[config.mk]
export PLATFORM = sky130hd
export DESIGN_NAME = wins_unit
export DESIGN_NICKNAME = d
export VERILOG_FILES = /design/src/rtl/wins_pkg.sv /design/src/rtl/wins_lane_sel.sv /design/src/rtl/wins_merge.sv /design/src/rtl/wins_hold_reg.sv /design/src/rtl/wins_unit.sv
export SDC_FILE = /design/constraint.sdc
export NUM_CORES = 1
export LEC_CHECK = 0
export BUFFER_PORTS_ARGS = -buffer_cell sky130_fd_sc_hd__buf_4
export CAP_MARGIN = 20
export CORE_AREA = 3 3 218 220
export CTS_BUF_LIST = sky130_fd_sc_hd__clkbuf_8
export DETAILED_ROUTE_END_ITERATION = 10
export DIE_AREA = 0 0 221 223
export SKIP_CTS_REPAIR_TIMING = 1
export SLEW_MARGIN = 20
export SYNTH_ARGS = -nofsm -noshare
export SYNTH_HDL_FRONTEND = slang
export SYNTH_HIERARCHICAL = 1
export SYNTH_SLANG_ARGS = --single-unit
[constraint.sdc]
create_clock -name clk -period 3.8 [get_ports clk]
set_input_delay 0 -clock clk [delete_from_list [all_inputs] [get_ports clk]]
set_output_delay 0 -clock clk [all_outputs]
set_load 0.1 [all_outputs]
[src/rtl/wins_pkg.sv]
`timescale 1ns/1ps
package wins_pkg;
   typedef enum logic [1:0] {
      WM_NARROW = 2'b00,
      WM_WIDE   = 2'b01,
      WM_THREE  = 2'b10,
      WM_RSVD   = 2'b11
   } wins_mode_e;
endpackage

[src/rtl/wins_lane_sel.sv]
`timescale 1ns/1ps
module wins_lane_sel
   import wins_pkg::*;
#(
   parameter int WORD_W   = 16,
   parameter int NARROW_W = 64,
   parameter int MID_W    = 128,
   parameter int IMM_W    = 8,
   localparam int M_LANES = MID_W / WORD_W
) (
   input  logic [1:0]         mode,
   input  logic [IMM_W-1:0]   imm,
   input  logic               vl,
   output logic [M_LANES-1:0] lane_hot,
   output logic               fault,
   output logic               zero_upper
);
   localparam int N_LANES = NARROW_W / WORD_W;
   localparam int N_SW    = $clog2(N_LANES);
   localparam int M_SW    = $clog2(M_LANES);

   logic [M_SW-1:0] idx;
   logic            unused_imm;

   assign unused_imm = ^imm[IMM_W-1:M_SW];

   always_comb begin
      idx        = '0;
      fault      = 1'b0;
      zero_upper = 1'b0;
      unique case (wins_mode_e'(mode))
         WM_NARROW: idx = {{(M_SW-N_SW){1'b0}}, imm[N_SW-1:0]};
         WM_WIDE:   idx = imm[M_SW-1:0];
         WM_THREE: begin
            idx        = imm[M_SW-1:0];
            zero_upper = 1'b1;
            fault      = vl;
         end
         default:   fault = 1'b1;
      endcase
   end

   for (genvar i = 0; i < M_LANES; i++) begin : g_hot
      assign lane_hot[i] = !fault && (idx == M_SW'(i));
   end
endmodule

[src/rtl/wins_merge.sv]
`timescale 1ns/1ps
module wins_merge #(
   parameter int VEC_W    = 256,
   parameter int WORD_W   = 16,
   parameter int MID_W    = 128,
   localparam int M_LANES = MID_W / WORD_W
) (
   input  logic [VEC_W-1:0]   base,
   input  logic [WORD_W-1:0]  word,
   input  logic [M_LANES-1:0] lane_hot,
   input  logic               zero_upper,
   input  logic               fault,
   output logic [VEC_W-1:0]   merged
);
   logic [VEC_W-1:0] spliced;

   for (genvar i = 0; i < M_LANES; i++) begin : g_lane
      assign spliced[i*WORD_W +: WORD_W] =
         lane_hot[i] ? word : base[i*WORD_W +: WORD_W];
   end

   if (VEC_W > MID_W) begin : g_upper
      assign spliced[VEC_W-1:MID_W] = zero_upper ? '0 : base[VEC_W-1:MID_W];
   end

   assign merged = fault ? '0 : spliced;
endmodule

[src/rtl/wins_hold_reg.sv]
`timescale 1ns/1ps
module wins_hold_reg #(
   parameter int DW = 256
) (
   input  logic          clk,
   input  logic          rst,
   input  logic          in_valid,
   output logic          in_ready,
   input  logic [DW-1:0] vec_d,
   input  logic          fault_d,
   output logic          out_valid,
   input  logic          out_ready,
   output logic [DW-1:0] vec_q,
   output logic          fault_q
);
   logic take;

   assign in_ready = !out_valid || out_ready;
   assign take     = in_valid && in_ready;

   always_ff @(posedge clk) begin
      if (rst) begin
         out_valid <= 1'b0;
         fault_q   <= 1'b0;
      end else if (take) begin
         out_valid <= 1'b1;
         fault_q   <= fault_d;
      end else if (out_ready) begin
         out_valid <= 1'b0;
      end
   end

   always_ff @(posedge clk) begin
      if (take) vec_q <= vec_d;
   end
endmodule

[src/rtl/wins_unit.sv]
`timescale 1ns/1ps
module wins_unit #(
   parameter int VEC_W    = 256,
   parameter int MID_W    = 128,
   parameter int NARROW_W = 64,
   parameter int WORD_W   = 16,
   parameter int SRC_W    = 32,
   parameter int IMM_W    = 8
) (
   input  logic             clk,
   input  logic             rst,
   input  logic             in_valid,
   output logic             in_ready,
   input  logic [VEC_W-1:0] vec_in,
   input  logic [SRC_W-1:0] src_in,
   input  logic [IMM_W-1:0] imm_in,
   input  logic [1:0]       mode_in,
   input  logic             vl_in,
   output logic             out_valid,
   input  logic             out_ready,
   output logic [VEC_W-1:0] out_vec,
   output logic             out_fault
);
   localparam int M_LANES = MID_W / WORD_W;

   if (VEC_W <= MID_W) begin : g_bad_vec
      $error("VEC_W must exceed MID_W");
   end
   if (MID_W <= NARROW_W || (MID_W % WORD_W) != 0 || (NARROW_W % WORD_W) != 0) begin : g_bad_mid
      $error("lane widths must divide the register widths and MID_W must exceed NARROW_W");
   end
   if (SRC_W <= WORD_W || (1 << IMM_W) < M_LANES) begin : g_bad_src
      $error("source or immediate too narrow");
   end

   logic [M_LANES-1:0] lane_hot;
   logic               fault_d;
   logic               zero_upper;
   logic [VEC_W-1:0]   merged;
   logic               unused_src;

   assign unused_src = ^src_in[SRC_W-1:WORD_W];

   wins_lane_sel #(
      .WORD_W(WORD_W), .NARROW_W(NARROW_W), .MID_W(MID_W), .IMM_W(IMM_W)
   ) u_sel (
      .mode(mode_in), .imm(imm_in), .vl(vl_in),
      .lane_hot(lane_hot), .fault(fault_d), .zero_upper(zero_upper)
   );

   wins_merge #(
      .VEC_W(VEC_W), .WORD_W(WORD_W), .MID_W(MID_W)
   ) u_merge (
      .base(vec_in), .word(src_in[WORD_W-1:0]), .lane_hot(lane_hot),
      .zero_upper(zero_upper), .fault(fault_d), .merged(merged)
   );

   wins_hold_reg #(.DW(VEC_W)) u_hold (
      .clk(clk), .rst(rst), .in_valid(in_valid), .in_ready(in_ready),
      .vec_d(merged), .fault_d(fault_d), .out_valid(out_valid),
      .out_ready(out_ready), .vec_q(out_vec), .fault_q(out_fault)
   );
endmodule

==> flow_metrics.env, run 1 <==
export IMPL_synth_area_mm2=0.0109
export IMPL_clk_path_buf_depth=3
export IMPL_syn_avg_cell_area_um2=14.8
export IMPL_start_util_pct=23.9
export IMPL_numCtsBuffers=48
export IMPL_cts_sinks=258
export IMPL_port_buffers=540
export IMPL_yosys_warnings=6
export IMPL_synth_most_common_cell="edfxtp_1"
export IMPL_grt_max_degree=103
export IMPL_synth_area_leaders="edfxtp_1, mux2i_1, and2_1"
export IMPL_synth_ff_type="edfxtp_1"
export IMPL_synth_seq_area_share_pct=71.0
export IMPL_chipHeight_um=223
export IMPL_synthTopCellsByCount="edfxtp_1, nor2_1, and2_1, mux2i_1, clkbuf_1"
export IMPL_core_rowCount=78
export IMPL_cts_root_buffer="clkbuf_8"
export IMPL_synth_largest_area_cell="edfxtp_1"
export IMPL_ys_types=26
export IMPL_stop_error="[ERROR RSZ-0060] Max buffer count reached."
export IMPL_ys_seq_elements=258
export IMPL_outcome="did not finish"
export IMPL_syn_nets=1041
export IMPL_netlist_instances=734
export IMPL_dpl_cell_area_mm2=0.0155
export IMPL_synth_edf_count=256
export IMPL_synth_top_area_share_pct=70.6
export IMPL_htreeDepth=2
export IMPL_ios=562
export IMPL_die_w_um=221
export IMPL_dp_hpwl_um=28400
export IMPL_haltStage="global routing (5_1_grt)"
export IMPL_place_gp_congestion=0.767
export IMPL_async_flop_share_pct=0
==> metrics by stage <==
stage	setup WS [ns]	util (%)	hold slack [ns]	instances
after floorplan	0.370	-	0.0624	734
after global placement	1.25	34.2	0.166	1833
after detailed placement	1.13	34.2	0.173	1833
after CTS	1.80	36.1	-0.498	1920
==> cells by family after synthesis <==
logic type	Yosys count	synth area share, %
muxes	128	11.8
DFF	258	71.0
AOI/OAI and AO/OA	6	0.517
adders and majority gates	4	0.460
and+or+nand+nor	274	12.9
buffers and inverters	64	3.37
==> run 2, diff against run 1 <==
Settings changed: CORE_AREA 3 3 218 220 to 3 3 220 222, CTS_BUF_LIST sky130_fd_sc_hd__clkbuf_8 to default, DIE_AREA 0 0 221 223 to 0 0 223 225, PLACE_DENSITY_LB_ADDON from default to 0.15.
Clock period 3.8 ns to 4.9 ns, I/O delays scaled along.
==> run 2 against run 1 <==
  * The flow now finishes, with violations (hold timing)
  * Synthesized cell count unchanged
  * Area after synthesis unchanged
==> flow_metrics.env, run 2 <==
export IMPL_outcome="finished with violations"
export IMPL_violations="hold timing"
export IMPL_finalNonFillerCells=2268
export IMPL_cpPeakStageDelay_ns=0.61
export IMPL_endpoint_kind="flip-flop"
export IMPL_final_cell_mix="buf_4, dlygate4sd3_1, edfxtp_1"
export IMPL_maxSlewHeadroom_pct=33.9
export IMPL_ys_seq_elements=258
export IMPL_syn_avg_cell_area_um2=14.8
export IMPL_synth_seq_area_share_pct=71.0
export IMPL_hold_start="src_in[14]"
export IMPL_yosys_warnings=6
export IMPL_syn2layout_area_growth_pct=86.7
export IMPL_start_kind="primary input"
export IMPL_port_buffers=540
export IMPL_drive_gt1_share_pct=37.4
export IMPL_grt_antenna_before_repair=6
export IMPL_die_w_um=223
export IMPL_reg2reg_slack_ns=3.13
export IMPL_ios=562
export IMPL_ir_worst_vdd_mv=0.289
export IMPL_grt_pass1_wl_um=58600
export IMPL_start_util_pct=23.4
export IMPL_finalCritPeriodShare_pct=50.6
export IMPL_use_met2_pct=26.9
export IMPL_rr_startpoint="u_hold/out_valid"
export IMPL_hold_viol=13
export IMPL_cp_arrival_ns=2.72
export IMPL_wire_per_inst_um=19.6
export IMPL_drc_errors=0
export IMPL_dpl_cell_area_mm2=0.0155
export IMPL_chipHeight_um=225
export IMPL_overflow=0
export IMPL_cts_root_buffer="clkbuf_16"
export IMPL_regToRegEndpoint="u_hold/vec_q[184]"
export IMPL_crit_buf_inv=4
export IMPL_synth_edf_count=256
export IMPL_grtUsageMet3_pct=8.73
export IMPL_fin_tns_setup_ns=0
export IMPL_clock_skew_ns=0.0125
export IMPL_worstPathCellList="buf_4 -> inv_1 -> ha_1 -> a21oi_2 -> nand4b_2 -> nor2_2 -> buf_4 -> mux2i_1 -> dlygate4sd3_1 -> nor2_1"
export IMPL_synth_ff_type="edfxtp_1"
export IMPL_grtUsageTotal_pct=16.0
export IMPL_drtIter0Drc=454
export IMPL_rsz0062_at_grt="no"
export IMPL_path_delay_family="buffers and inverters"
export IMPL_numCtsBuffers=34
export IMPL_async_flop_share_pct=0
export IMPL_r2r_cells=3
export IMPL_synth_largest_area_cell="edfxtp_1"
export IMPL_synth_area_leaders="edfxtp_1, mux2i_1, and2_1"
export IMPL_via_count=9317
export IMPL_final_cell_area_mm2=0.0203
export IMPL_synth_area_mm2=0.0109
export IMPL_holdPathStages=3
export IMPL_vias_per_cell=4.11
export IMPL_grt_max_degree=164
export IMPL_synthTopCellsByCount="edfxtp_1, nor2_1, and2_1, mux2i_1, clkbuf_1"
export IMPL_reg_largest_list="u_hold/vec_q: 256 flops, u_hold/fault_q: 1 flops, u_hold/out_valid: 1 flops"
export IMPL_gr_max_usage_layer="met2"
export IMPL_grt_pass1_vias=8016
export IMPL_clk_pin_slew_ns=0.06
export IMPL_cellLeakagePower_nw=8.38
export IMPL_wirelength_um=44500
export IMPL_dp_hpwl_um=30800
export IMPL_largest_reg_flops=256
export IMPL_setup_violations=0
export IMPL_min_to="u_hold/vec_q[110]"
export IMPL_cts_tree="yes"
export IMPL_netlist_instances=734
export IMPL_maxCapViolations=0
export IMPL_regMostFlops="u_hold/vec_q"
export IMPL_clk_path_buf_depth=3
export IMPL_p_per_area_mw_per_mm2=366
export IMPL_period_minus_slack_ns=2.48
export IMPL_core_mm2=0.0466
export IMPL_cpMostUsedCell="buf_4"
export IMPL_final_nets=1939
export IMPL_path_class="primary input to flip-flop"
export IMPL_layout_commonest_cell="buf_4"
export IMPL_clk_latency_ns=0.53
export IMPL_core_rowCount=79
export IMPL_critPathSlowestCell="nor2_2"
export IMPL_dp_cells=1834
export IMPL_cts_sinks=258
export IMPL_synth_most_common_cell="edfxtp_1"
export IMPL_tightest_slew_ns=0.992
export IMPL_finalMaxSlewViolations=0
export IMPL_first_pass_iters=4
export IMPL_worst_path_max_fanout=9
export IMPL_fmax_ghz=0.404
export IMPL_drtAntennaViolNets=0
export IMPL_syn_nets=1041
export IMPL_fp_dieArea_mm2=0.0502
export IMPL_htreeDepth=2
export IMPL_min_path_type="primary input to flip-flop"
export IMPL_place_gp_congestion=0.767
export IMPL_hold_ws_ns=-0.0357
export IMPL_global_route_usage_met1_pct=17.8
export IMPL_synth_top_area_share_pct=70.6
export IMPL_ys_types=26
export IMPL_worstPathRequired_ns=5.14
==> run 2: cell counts after synthesis <==
No cell type changed its count.
==> run 2: cell type report <==
type	instances	area [um^2]
Fill cell	4405	26200
Antenna cell	5	12.5
Sequential cell	258	7730
Clock inverter	19	168
Multi-Input combinational cell	412	2830
Clock buffer	41	941
Timing Repair Buffer	922	7870
Tap cell	607	759
Inverter	4	17.5
==> run 2: cells by family after synthesis <==
kind of cell    count (synthesis)  share of synthesized area [%]
fa+ha+maj                       4                          0.460
buf+inv                        64                           3.37
flops                         258                           71.0
compound gates                  6                          0.517
simple gates                  274                           12.9
mux                           128                           11.8
==> run 2: layer usage <==
metal	vias up	share of wire, %	routed length (um)
met5	-	0.027	12
met4	2	1.9	838
met3	55	9.5	4250
met2	392	49	21900
met1	4485	39	17500
li1	4383	-	-
==> run 2: tightest hold or removal path, stage by stage <==
cell     delay [ns]
buf_4          0.20
mux2i_1        0.10
nor2_1         0.07
==> run 2: report_power, final <==
part / internal, mW / leakage [nW] / switching (mW)
combinational: 0.667 / 5.28 / 1.60
sequential: 2.64 / 2.56 / 0.0462
clock: 1.52 / 0.546 / 0.960
==> run 2: worst max-delay path by stage <==
stage                                start                 to  slack [ns]  cells after the start
after floorplan           u_hold/out_valid    u_hold/vec_q[0]        0.10                      2
after global placement          mode_in[0]  u_hold/vec_q[158]        2.30                      8
after detailed placement        mode_in[0]  u_hold/vec_q[184]        2.28                      8
after CTS                       mode_in[0]  u_hold/vec_q[184]        2.85                      8
after global routing            mode_in[0]   u_hold/vec_q[91]        2.32                     10
final                           mode_in[0]   u_hold/vec_q[91]        2.42                     10
==> run 2: metrics by stage <==
stage | setup WS (ns) | utilization [%] | total power [mW]
finish | 2.42 | 43.7 | 7.44
floorplan | 0.101 | - | 4.19
detailed placement | 2.28 | 33.3 | 4.74
global route | 2.32 | 43.7 | 7.73
global placement | 2.30 | 33.3 | 4.73
CTS | 2.85 | 35.7 | 7.29
No activity file was read; power rests on OpenSTA's default activity.
==> run 3, diff against run 2 <==
Settings changed: ABC_AREA from default to 1, CORE_AREA 3 3 220 222 to 3 3 217 219, DIE_AREA 0 0 223 225 to 0 0 220 222.
Clock period 4.9 ns to 2.5 ns, I/O delays scaled along.
==> run 3 against run 2 <==
  * The run now ends clean
  * First-iteration DRC count fell by 7.9%
  * Critical path depth down 5
  * Area after synthesis increased by 3.6%
  * Clock skew down 0.0035 ns
  * Clock power is 81% higher
  * Flip-flop and latch count did not move
  * Power increased by 91%
  * Global-route usage rose by 1.3 points
  * Cell count increased by 14%
  * Largest power group unchanged
  * Die area down 2.7%
==> flow_metrics.env, run 3 <==
export IMPL_outcome="complete, no violations"
export IMPL_core_rowCount=78
export IMPL_via_count=10500
export IMPL_p_int_mw=9.01
export IMPL_finalNonFillerCells=2576
export IMPL_wirelength_um=46400
export IMPL_rr_startpoint="u_hold/out_valid"
export IMPL_port_buffers=540
export IMPL_start_util_pct=24.9
export IMPL_async_flop_share_pct=0
export IMPL_clockPowerShare_pct=31.7
export IMPL_drive_gt1_share_pct=31.8
export IMPL_yosys_warnings=6
export IMPL_synth_edf_count=256
export IMPL_clk_path_buf_depth=3
export IMPL_drc_errors=0
export IMPL_worst_path_max_fanout=4
export IMPL_fmax_ghz=0.550
export IMPL_clk_pin_slew_ns=0.06
export IMPL_synth_ff_type="edfxtp_1"
export IMPL_grt_max_degree=78
export IMPL_switchingPower_mw=5.19
export IMPL_finish_utilization_pct=43.5
export IMPL_fp_dieArea_mm2=0.0488
export IMPL_syn_avg_cell_area_um2=9.88
export IMPL_cp_arrival_ns=2.27
export IMPL_fin_tns_setup_ns=0
export IMPL_swShare_pct=36.6
export IMPL_critPathLaunch="u_hold/out_valid"
export IMPL_fin_ws_ns=0.683
export IMPL_r2r_cells=5
export IMPL_regMostFlops="u_hold/vec_q"
export IMPL_reg_largest_list="u_hold/vec_q: 256 flops, u_hold/fault_q: 1 flops, u_hold/out_valid: 1 flops"
export IMPL_die_w_um=220
export IMPL_ios=562
export IMPL_netlist_instances=1142
export IMPL_endpoint="u_hold/fault_q"
export IMPL_core_mm2=0.0453
export IMPL_place_gp_congestion=0.792
export IMPL_min_path_type="primary input to flip-flop"
export IMPL_synth_most_common_cell="nor2_1"
export IMPL_finalCritPeriodShare_pct=72.7
export IMPL_overflow=0
export IMPL_multi_input_area_mm2=0.00266
export IMPL_maxSlewHeadroom_pct=46.8
export IMPL_vias_per_cell=4.08
export IMPL_layout_commonest_cell="buf_4"
export IMPL_regArea_mm2=0.00773
export IMPL_reg2reg_slack_ns=0.68
export IMPL_setup_violations=0
export IMPL_first_pass_iters=5
export IMPL_cts_root_buffer="clkbuf_16"
export IMPL_synth_area_mm2=0.0113
export IMPL_period_minus_slack_ns=1.82
export IMPL_pwr_share_seq_pct=37.2
export IMPL_maxCapViolations=0
export IMPL_syn2layout_area_growth_pct=74.4
export IMPL_finalMaxSlewViolations=0
export IMPL_grtUsageTotal_pct=17.3
export IMPL_synth_largest_area_cell="edfxtp_1"
export IMPL_final_nets=2251
export IMPL_worstPathRequired_ns=2.95
export IMPL_pwr_share_comb_pct=31.2
export IMPL_synth_seq_area_share_pct=68.5
export IMPL_final_cell_mix="buf_4, nor2_1, dlygate4sd3_1, nand2_1, edfxtp_1"
export IMPL_ys_types=18
export IMPL_cts_sinks=258
export IMPL_synth_area_leaders="edfxtp_1, nor2_1, nand2_1"
export IMPL_place_ws_ns=0.666
export IMPL_path_class="flip-flop to flip-flop"
export IMPL_numCtsBuffers=31
export IMPL_grt_pass1_wl_um=62200
export IMPL_cellLeakagePower_nw=9.33
export IMPL_dpl_cell_area_mm2=0.0160
export IMPL_dp_cells=2250
export IMPL_p_per_area_mw_per_mm2=721
export IMPL_chipHeight_um=222
export IMPL_rsz0062_at_grt="no"
export IMPL_drtAntennaViolNets=0
export IMPL_syn_nets=1449
export IMPL_synthTopCellsByCount="nor2_1, nand2_1, edfxtp_1, inv_1, clkbuf_1"
export IMPL_final_cell_area_mm2=0.0197
export IMPL_hold_viol=0
export IMPL_fillCellCount=4456
export IMPL_dp_hpwl_um=32700
export IMPL_largest_reg_flops=256
export IMPL_endpoint_kind="flip-flop"
export IMPL_synth_top_area_share_pct=68.1
export IMPL_grt_pass1_vias=9317
export IMPL_clk_latency_ns=0.57
export IMPL_grt_antenna_before_repair=11
export IMPL_regToRegEndpoint="u_hold/fault_q"
export IMPL_ir_worst_vdd_mv=0.775
export IMPL_clock_skew_ns=0.00906
export IMPL_cts_tree="yes"
export IMPL_drtIter0Drc=418
export IMPL_wire_per_inst_um=18.0
export IMPL_tightest_slew_ns=0.798
export IMPL_start_kind="flip-flop"
export IMPL_ys_seq_elements=258
export IMPL_htreeDepth=1
run 3: changes by cell type after synthesis, sizes merged, moves of 2 or more:
cell	delta
nand2	+263
nor2	+261
inv	+153
and2	-129
mux2i	-128
buf	-11
clkbuf	+3
nand3	+3
nand3b	-2
nor3	-2
run 3: layer usage:
layer / vias up / track usage (%) / share of wire (%)
met5: - / 0 / 0.080
met4: 6 / 4.55 / 2.3
met3: 69 / 8.00 / 9.7
met2: 405 / 29.7 / 49
met1: 4893 / 19.3 / 39
li1: 5139 / - / -
run 3: worst max-delay path, stage by stage (launching register included):
cell           delay [ns]
dfxtp_4              0.37
nand2_2              0.08
a21oi_1              0.12
dlygate4sd3_1        0.55
nor2_1               0.04
dlygate4sd3_1        0.54
run 3: how the worst min path moves through the flow:
stage | startpoint | endpoint | slack [ns] | cells past startpoint
CTS | rst | u_hold/out_valid | -0.45 | 2
global route | src_in[5] | u_hold/vec_q[5] | 0.12 | 5
global placement | rst | u_hold/out_valid | 0.16 | 2
floorplan | rst | u_hold/out_valid | 0.06 | 1
finish | src_in[3] | u_hold/vec_q[3] | 0.10 | 5
detailed placement | rst | u_hold/out_valid | 0.16 | 2
run 3: cells by family after synthesis:
family | share of synthesized area (%)
adders and majority gates | 0.444
DFF | 68.5
buffers and inverters | 8.32
AOI/OAI and AO/OA | 0.277
and+or+nand+nor | 22.5
run 3: stage by stage:
step	hold slack (ns)	total power, mW
after global routing	0.124	14.7
after CTS	-0.453	14.1
after floorplan	0.0594	8.35
after global placement	0.158	9.45
after detailed placement	0.158	9.46
final	0.103	14.2
run 3: final cells by class:
| type | instances | share of cell area, % |
|---|---|---|
| clock buffers | 33 | 3.98 |
| well taps | 600 | 3.82 |
| clock inverters | 25 | 1.16 |
| repair buffers | 821 | 35.1 |
| multi-input cells | 675 | 13.5 |
| inverters | 157 | 3.01 |
| flip-flops and latches | 258 | 39.3 |
| diodes | 7 | 0.0890 |
run 3: power groups by stage:
stage | Clock (mW) | Combinational [mW] | Sequential, mW
6_report | 4.50 | 4.42 | 5.27
5_1_grt | 4.82 | 4.63 | 5.30
4_1_cts | 4.69 | 4.10 | 5.28
3_5_place_dp | 0 | 4.10 | 5.36
3_3_place_gp | 0 | 4.09 | 5.35
2_1_floorplan | 0 | 0.613 | 7.73
==> run 4, diff against run 3 <==
Clock period 2.5 ns to 1.75 ns, I/O delays scaled along.
==> run 4 against run 3 <==
  * The flow now finishes with violations (hold timing)
  * Combinational power is 46% higher
  * Sequential power rose by 43%
  * Die area stayed put
  * Critical endpoint is now u_hold/vec_q[162]
  * Largest cell class unchanged
  * Largest power group unchanged
  * Highest routed layer unchanged
==> flow_metrics.env, run 4 (synthesized netlist as in run 3, its figures left out) <==
export IMPL_reg_largest_list="u_hold/vec_q: 256 flops, u_hold/fault_q: 1 flops, u_hold/out_valid: 1 flops"
export IMPL_via_count=10500
export IMPL_drive_gt1_share_pct=32.4
export IMPL_cp_arrival_ns=1.75
export IMPL_largest_reg_flops=256
export IMPL_core_rowCount=78
export IMPL_p_per_area_mw_per_mm2=1010
export IMPL_pwr_share_comb_pct=31.9
export IMPL_outcome="finished with violations"
export IMPL_worst_path_max_fanout=26
export IMPL_hold_ws_ns=-0.00754
export IMPL_min_path_type="primary input to flip-flop"
export IMPL_clk_pin_slew_ns=0.06
export IMPL_clock_skew_ns=0.00900
export IMPL_endpoint_kind="flip-flop"
export IMPL_cellLeakagePower_nw=9.47
export IMPL_setup_violations=0
export IMPL_clockPowerShare_pct=30.7
export IMPL_finalCritPeriodShare_pct=83.5
export IMPL_overflow=0
export IMPL_ios=562
export IMPL_numCtsBuffers=31
export IMPL_cts_tree="yes"
export IMPL_core_mm2=0.0453
export IMPL_period_minus_slack_ns=1.46
export IMPL_vias_per_cell=4.07
export IMPL_power_mw=20.2
export IMPL_worstPathRequired_ns=2.03
export IMPL_layout_commonest_cell="buf_4"
export IMPL_chipHeight_um=222
export IMPL_start_util_pct=24.9
export IMPL_fmax_ghz=0.684
export IMPL_cts_sinks=258
export IMPL_swShare_pct=37.1
export IMPL_hold_viol=2
export IMPL_wirelength_um=46900
export IMPL_drtIter0Drc=506
export IMPL_drc_errors=0
export IMPL_clk_path_buf_depth=3
export IMPL_cts_root_buffer="clkbuf_16"
export IMPL_regMostFlops="u_hold/vec_q"
export IMPL_grtUsageTotal_pct=17.5
export IMPL_wire_per_inst_um=18.1
export IMPL_first_pass_iters=4
export IMPL_final_cell_mix="buf_4, nor2_1, dlygate4sd3_1, nand2_1, edfxtp_1"
export IMPL_die_w_um=220
export IMPL_maxCapViolations=0
export IMPL_maxSlewHeadroom_pct=55.2
export IMPL_clk_latency_ns=0.58
export IMPL_port_buffers=540
export IMPL_drtAntennaViolNets=0
export IMPL_path_class="flip-flop to flip-flop"
export IMPL_grt_max_degree=54
export IMPL_start_kind="flip-flop"
export IMPL_htreeDepth=1
export IMPL_tightest_slew_ns=0.671
export IMPL_pwr_share_seq_pct=37.4
export IMPL_syn2layout_area_growth_pct=77.1
export IMPL_final_nets=2270
export IMPL_grt_antenna_before_repair=4
export IMPL_rsz0062_at_grt="no"
export IMPL_grt_pass1_wl_um=63000
export IMPL_dp_hpwl_um=33500
export IMPL_ir_worst_vdd_mv=0.674
export IMPL_place_gp_congestion=0.793
export IMPL_finalMaxSlewViolations=0
export IMPL_p_int_mw=12.7
export IMPL_fp_dieArea_mm2=0.0488
export IMPL_violations="hold timing"
export IMPL_switchingPower_mw=7.48
export IMPL_grt_pass1_vias=9436
export IMPL_fillCellCount=4389
[run 4: changes by cell type in the layout (fill, tap and decap cells not counted), sizes merged]
cell      previous run  this run
buf                560       579
diode                7         3
bufinv               4         2
clkbuf              33        35
clkinvlp             2         0
clkinv              18        19
[run 4: area by class of cell]
class | instances | area (um^2) | share of cell area (%)
well taps | 600 | 751 | 3.76
flip-flops and latches | 258 | 7730 | 38.7
inverters | 157 | 592 | 2.96
multi-input cells | 675 | 2660 | 13.3
diodes | 3 | 7.51 | 0.0376
clock inverters | 22 | 171 | 0.858
clock buffers | 35 | 791 | 3.96
repair buffers | 840 | 7280 | 36.4
[run 4: metal layers]
layer / track usage (%) / up-vias / share of wire [%]
li1: - / 5171 / -
met5: 0 / - / 0.034
met4: 4.76 / 2 / 2.4
met1: 19.7 / 4896 / 38
met3: 7.48 / 65 / 9.8
met2: 30.3 / 413 / 50
[run 4: final timing paths]
check / from / end / slack (ns) / cells after the start
worst max-delay path: u_hold/out_valid / u_hold/vec_q[162] / 0.29 / 3
worst min-delay path: src_in[1] / u_hold/vec_q[17] / -0.008 / 5
worst max register to register: u_hold/out_valid / u_hold/vec_q[162] / 0.29 / 3
worst min register to register: u_hold/fault_q / u_hold/fault_q / 0.49 / 2
[run 4: per-stage QoR]
| step | std cells | cell area, um^2 | setup slack, ns | setup TNS [ns] | util [%] |
|---|---|---|---|---|---|
| CTS | 2326 | 17400 | 0.255 | 0 | 38.3 |
| floorplan | 1142 | 11300 | -3.48 | -891.63 | - |
| detailed placement | 2269 | 16400 | 0.00817 | 0 | 36.2 |
| finish | 2590 | 20000 | 0.288 | 0 | 44.1 |
| global route | 2590 | 20000 | 0.226 | 0 | 44.1 |
| global placement | 2269 | 16400 | 0.0211 | 0 | 36.2 |
[run 4: critical path, cell delays in order (launching register included)]
cell     delay [ns]
dfxtp_4        0.36
a21oi_4        0.26
buf_12         0.26
buf_4          0.26
[run 4: power by group through the flow]
stage / combinational [mW] / clock (mW) / sequential [mW]
after floorplan: 0.876 / 0 / 11.0
after global placement: 5.97 / 0 / 7.66
after detailed placement: 5.98 / 0 / 7.67
after CTS: 5.98 / 6.39 / 7.55
after global routing: 6.74 / 6.63 / 7.58
final: 6.44 / 6.18 / 7.54
